## src/rtl/casc_tick_timer.sv

```systemverilog
module casc_tick_timer #(
  parameter int CW = 32,
  parameter int NW = 4
) (
  input  logic          clk,
  input  logic          rst_n,
  input  logic          enable,
  input  logic          clear,
  input  logic          load,
  input  logic          narrow_mode,
  input  logic          ext_sel,
  input  logic          ext_pulse,
  input  logic          reload_on,
  input  logic [CW-1:0] pre_period,
  input  logic [CW-1:0] tmr_period,
  input  logic [CW-1:0] tmr_reload,
  input  logic [CW-1:0] pre_init,
  input  logic [CW-1:0] tmr_init,
  output logic [CW-1:0] pre_count,
  output logic [CW-1:0] tmr_count,
  output logic [CW-1:0] act_period,
  output logic          tick,
  output logic          irq,
  output logic          dma_evt
);

  localparam logic [CW-1:0] NMASK = {{(CW-NW){1'b0}}, {NW{1'b1}}};

  logic [CW-1:0] pre_q, tmr_q, per_q;
  logic          tick_q;

  wire [CW-1:0] pmask   = narrow_mode ? NMASK : '1;
  wire          step    = enable && (narrow_mode || !ext_sel || ext_pulse);
  wire          pre_hit = (pre_q == (pre_period & pmask));
  wire          wrap    = step && pre_hit;
  wire          tmr_hit = (tmr_q == per_q);

  always_ff @(posedge clk or negedge rst_n) begin
    if (!rst_n) begin
      pre_q  <= '0;
      tmr_q  <= '0;
      per_q  <= '0;
      tick_q <= 1'b0;
    end else if (clear) begin
      pre_q  <= '0;
      tmr_q  <= '0;
      per_q  <= tmr_period;
      tick_q <= 1'b0;
    end else if (load) begin
      pre_q  <= pre_init & pmask;
      tmr_q  <= tmr_init;
      per_q  <= tmr_period;
      tick_q <= 1'b0;
    end else begin
      tick_q <= wrap;
      if (step)
        pre_q <= pre_hit ? '0 : ((pre_q + 1'b1) & pmask);
      if (wrap) begin
        tmr_q <= tmr_hit ? '0 : tmr_q + 1'b1;
        if (tmr_hit && narrow_mode && reload_on)
          per_q <= tmr_reload;
      end
    end
  end

  assign pre_count  = pre_q;
  assign tmr_count  = tmr_q;
  assign act_period = per_q;
  assign tick       = tick_q;
  assign irq        = tick_q && tmr_hit;
  assign dma_evt    = irq;

  assert_hold_R3: assert property (@(posedge clk) disable iff (!rst_n)
    (!enable && !clear && !load) |=> (pre_q == $past(pre_q) && tmr_q == $past(tmr_q)));

  assert_tick_zero_R5: assert property (@(posedge clk) disable iff (!rst_n)
    tick_q |-> (pre_q == '0));

  assert_tmr_still_R5: assert property (@(posedge clk) disable iff (!rst_n)
    (!wrap && !clear && !load) |=> $stable(tmr_q));

  assert_tmr_wrap_R6: assert property (@(posedge clk) disable iff (!rst_n)
    (wrap && tmr_hit && !clear && !load) |=> (tmr_q == '0));

  assert_narrow_R8: assert property (@(posedge clk) disable iff (!rst_n)
    (narrow_mode && step && !clear && !load) |=> (pre_q[CW-1:NW] == '0));

  assert_mode_R11: assert property (@(posedge clk) disable iff (!rst_n)
    (enable && $past(enable)) |-> (narrow_mode == $past(narrow_mode)));

endmodule

```

## config.mk

```make
export PLATFORM = sky130hd
export DESIGN_NAME = casc_tick_timer
export DESIGN_NICKNAME = d
export VERILOG_FILES = /design/src/rtl/casc_tick_timer.sv
export SDC_FILE = /design/constraint.sdc
export NUM_CORES = 1
export LEC_CHECK = 0
export BUFFER_PORTS_ARGS = -buffer_cell sky130_fd_sc_hd__buf_2
export CAP_MARGIN = 0
export CORE_UTILIZATION = 40
export CTS_CLUSTER_DIAMETER = 60
export DETAILED_ROUTE_END_ITERATION = 8
export GPL_TIMING_DRIVEN = 0
export PLACE_DENSITY_LB_ADDON = 0.05
export SYNTH_ARGS = -nofsm -noshare
export SYNTH_HDL_FRONTEND = slang
export SYNTH_SLANG_ARGS = --single-unit
```

## constraint.sdc

```tcl
create_clock -name clk -period 6.95 [get_ports clk]
set_clock_uncertainty 0.2 [all_clocks]
set_input_delay 1.0425 -clock clk [delete_from_list [all_inputs] [get_ports clk]]
set_output_delay 1.0425 -clock clk [all_outputs]
set_load 0.05 [all_outputs]
```

-- Word level (Yosys, flattened, before mapping)
Cells that the tools add are included.
- equal/unequal tests: 2
- mux-type cells: 15
- add/sub/neg operators: 2
- bitwise logic cells: 3
- reduce and logical (&&, ||, !) cells: 12
- operators by type and width (operator ; count):
    $mux W32 ; 13
    $and A32 B32 Y32 ; 3
    $add A32 B1 Y32 const B ; 2
    $eq A32 B32 Y1 ; 2
    $reduce_bool A3 Y1 ; 3
    $logic_and A1 B1 Y1 ; 5
    $logic_or A1 B1 Y1 ; 2
    $mux W1 ; 2
    $reduce_and A2 Y1 ; 1
    $logic_not A1 Y1 ; 1
- input port bits: 169
- register bits: 97
- output and inout bits: 99

-- Logic depth before layout (Yosys ltp)
- depth after elaboration: 8
- gate-level depth with buffers: 11

-- Least setup slack after synthesis
No wires, ideal clock.
- path type: reg-to-output
- start point: register tmr_q[19] (netlist: tmr_count[19])
- end point: output irq
- data arrival time: 2588 ps
- setup slack: 3119 ps
- stages on the path, launching flop included: 9
- path through: dfrtp_1 clkbuf_1 xor2_1 nor4_1 nand4_1 nor2_1 clkbuf_1 and2_1 buf_4
- word-level cells in the longest chain between the ends: 2
- ends and longest elaborated chain (what ; RTL line ; text):
    from (decl) ; 29 ; logic [CW-1:0] pre_q, tmr_q, per_q;
    from (signal assigned) ; 51 ; tmr_q <= tmr_init;
    from (signal assigned) ; 59 ; tmr_q <= tmr_hit ? '0 : tmr_q + 1'b1;
    $eq A32 B32 Y1 ; 36 ; wire tmr_hit = (tmr_q == per_q);
    $logic_and A1 B1 Y1 ; 70 ; assign irq = tick_q && tmr_hit;
    to (decl) ; 23 ; output logic irq,
No other way between the ends.

-- Final worst setup path
- start point: register tmr_q[0] (netlist: tmr_count[0])
- end point: output irq
The elaborated chain is that of the path after synthesis.

==> results by group <==
Status
  • Outcome: finished, final reports clean

STA
  • Min Tclk post-route: between 4000 and 5000 ps
  • Fmax: about 220 MHz
  • Final setup viols: 0
  • Slew @ Worst Pin: roughly 1200 ps
  • Setup ws final: 2500 ps
  • Final number of hold-violating endpoints: 0
  • Max_slew headroom: between 10% and 20%
  • Final Max Slew Viols: 0
  • RSZ-0062 raised after global routing: no
  • Fin Setup TNS: 0 ps
  • Tcrit/Tclk final: 64.0%

GRT
  • Vias in the first global route: between 7000 and 8000
  • Largest net degree at the start of global routing: 55
  • Grt ovf: 0
  • First-pass GRT wire length: just over 40000 um
  • Initial antenna violation count: 1
  • All-layer global routing usage: 29.5%

Logic synthesis
  • Synthesized Nets: 987
  • Post-synth top area cell: dfrtp_1
  • Cell with the most instances after synthesis: dfrtp_1
  • Yosys top cell area share: between 30% and 40%
  • Syn avg cell area: between 8 and 9 um2
  • Top_reg_cell synth: dfrtp_1
  • Seq/Total Area, Yosys: between 30% and 40%
  • Asr flop ratio synth: 100%
  • Synth Cell Area: about 7000 um2
  • Post-synth top cells: dfrtp_1 (97), nand2_1 (83), o21ai_0 (58)
  • Synthesized instance count: just over 800
  • Post-synthesis cell type count: 67
  • Synth warn: 0
  • FF+latch count, synth: 97
  • Top post-synthesis cells by area: dfrtp_1 (35%), xor2_1 (6.4%), mux2i_1 (4.7%)
  • Number of flops mapped to enable cells by yosys: 0

Worst setup path
  • Critical path's top delay family: simple AND/OR/NAND/NOR gates
  • CP bufs+invs: 3
  • CP startpoint kind: flip-flop
  • Critical path endpoint category: primary output
  • Critical Path RT: around 5700 ps
  • Crit-path max FO: 10
  • Worst Setup Path Type: flip-flop to primary output
  • FF-to-FF Start: tmr_count[0]
  • CP arrival: roughly 3200 ps
  • CP Cell Sequence: xor2_1 -> nor4_1 -> nand4_1 -> nor2_1 -> clkbuf_1 -> and2_1 -> buf_4 -> buf_2
  • Slowest cell on crit path: nor4_1
  • Reg2reg setup slack: about 3000 ps
  • Worst path depth: 8
  • Worst R2R Path Depth: 9
  • CP max stage delay: between 500 and 600 ps
  • Reg2reg end: tmr_count[15]

Drt
  • Post-route antenna net violation count: 0
  • Total number of vias: roughly 8000
  • DR iter-0 viols: 830
  • Wire length per cell: ~20 um
  • Routed WL: roughly 27000 um
  • Remaining DRCs: 0
  • Drt first pass iters: 5
  • Vias per Instance: 5.88

CTS
  • Number of buffers created by CTS: 9
  • PostCTS Resize Cnt: 0
  • CTS tree: built
  • Clock-pin slew on the worst setup and hold paths: 70 ps
  • Clock latency on the worst-skew pair: 360 ps
  • Setup bufs post-CTS: 0
  • # hold bufs at CTS: 0
  • Clock buffer depth: 2
  • Clock root buffer master: clkbuf_16
  • Clock sink total: 97
  • H-tree Lvls: 3

Worst hold path
  • Hold Crit Class: flip-flop to flip-flop
  • Worst hold start: tmr_count[6]
  • WHS Endpoint: tmr_count[6]
  • Hold depth: 1

Finish
  • Layout area overhead: 28.7%
  • Layout Nets: 1267
  • Share of cells above drive strength 1: between 20 and 30%
  • Final core utilization: between 50% and 60%
  • Design Area, Final: between 8000 and 9000 um2
  • Final Non-Filler Cells: 1322

Floorplanning
  • Num ports: around 270
  • Die Y: around 130 um
  • CORE AREA: between 15000 and 20000 um2
  • Starting density of the core: between 40% and 50%
  • Die ar.: 17900 um2
  • Horiz. Die Dim: 134 um
  • Site Rows: 47

Placed design
  • Post-Place Worst Slack: approximately 2600 ps
  • Gpl congestion: 0.884
  • I/O Buffers: ~270
  • Placed insts: 1304
  • Post-DP HPWL: around 21000 um
  • Post-DP Area: about 8600 um2

Pwr
  • Pleak: around 4.4 nW
  • Maximum vdd ir drop: between 0.0001 and 0.00015 V
  • Pwr Density: 190 nW/um2

Job
  • Max_cap viols: 0
where the power goes:
group / switching, mW / leakage, nW / internal, mW / total (mW)
registers: 0.0543 / 1.26 / 0.599 / 0.654
clock network: 0.253 / 0.168 / 0.357 / 0.610
logic: 0.301 / 2.94 / 0.142 / 0.444
total: 0.608 / 4.36 / 1.10 / 1.71
state kept, by name, summed over array words and instances, names as in the netlist:
name	cells
tick	1
tmr_count	32
act_period	32
pre_count	32
kinds of logic (layout without fill, tap and decap cells):
group                      Yosys count  after routing  share of synthesized area [%]
and+or+nand+nor                    296            296                           22.7
AOI/OAI and AO/OA                  238            238                           23.9
xor gates and xnor gates            66             66                           8.31
DFF                                 97             97                           34.9
adders and majority gates            2              2                          0.360
buffers and inverters               84            369                           5.07
other                                0              1                              0
muxes                               33             33                           4.75
worst max-delay path by stage:
stage                  start            end  slack (ps)
6_report        tmr_count[0]            irq        2500
5_1_grt         tmr_count[0]            irq        2290
4_1_cts         tmr_count[0]            irq        2530
3_5_place_dp     narrow_mode   tmr_count[8]        2610
3_3_place_gp     narrow_mode  act_period[9]        2570
2_1_floorplan  tmr_count[19]            irq        3120
cell type report:
cell class | count | area [um2]
Sequential cell | 97 | 2430
Inverter | 18 | 67.6
Fill cell | 1695 | 7800
Multi-Input combinational cell | 635 | 4180
Timing Repair Buffer | 269 | 1370
Clock inverter | 7 | 126
Clock buffer | 9 | 225
Antenna cell | 1 | 2.50
Tap cell | 220 | 275
Buffer | 66 | 285
metal layers:
| layer | wire [um] | part of all wire, % | track usage [%] |
|---|---|---|---|
| met1 | 12500 | 47 | 44.1 |
| met5 | 0 | 0 | 0 |
| met2 | 11600 | 44 | 43.2 |
| met3 | 2070 | 7.8 | 5.06 |
| met4 | 437 | 1.6 | 8.08 |
through the flow:
| stage | power (mW) | hold slack (ps) |
|---|---|---|
| 2_1_floorplan | 0.929 | 547 |
| 3_3_place_gp | 1.10 | 395 |
| 3_5_place_dp | 1.11 | 401 |
| 4_1_cts | 1.71 | 417 |
| 5_1_grt | 1.77 | 448 |
| 6_report | 1.71 | 419 |
placed cells by master (no fill, tap or decap), types with 17 or more instances in the layout:
cell type and count:
a22o_1 22, a22oi_1 32, buf_2 275, clkbuf_1 47, dfrtp_1 97, inv_1 17
mux2i_1 33, nand2_1 83, nand3_1 36, nand4_1 21, nor2_1 46, nor4_1 18
o21ai_0 58, o22ai_1 36, xor2_1 51
No activity file was read; power rests on OpenSTA's default activity.
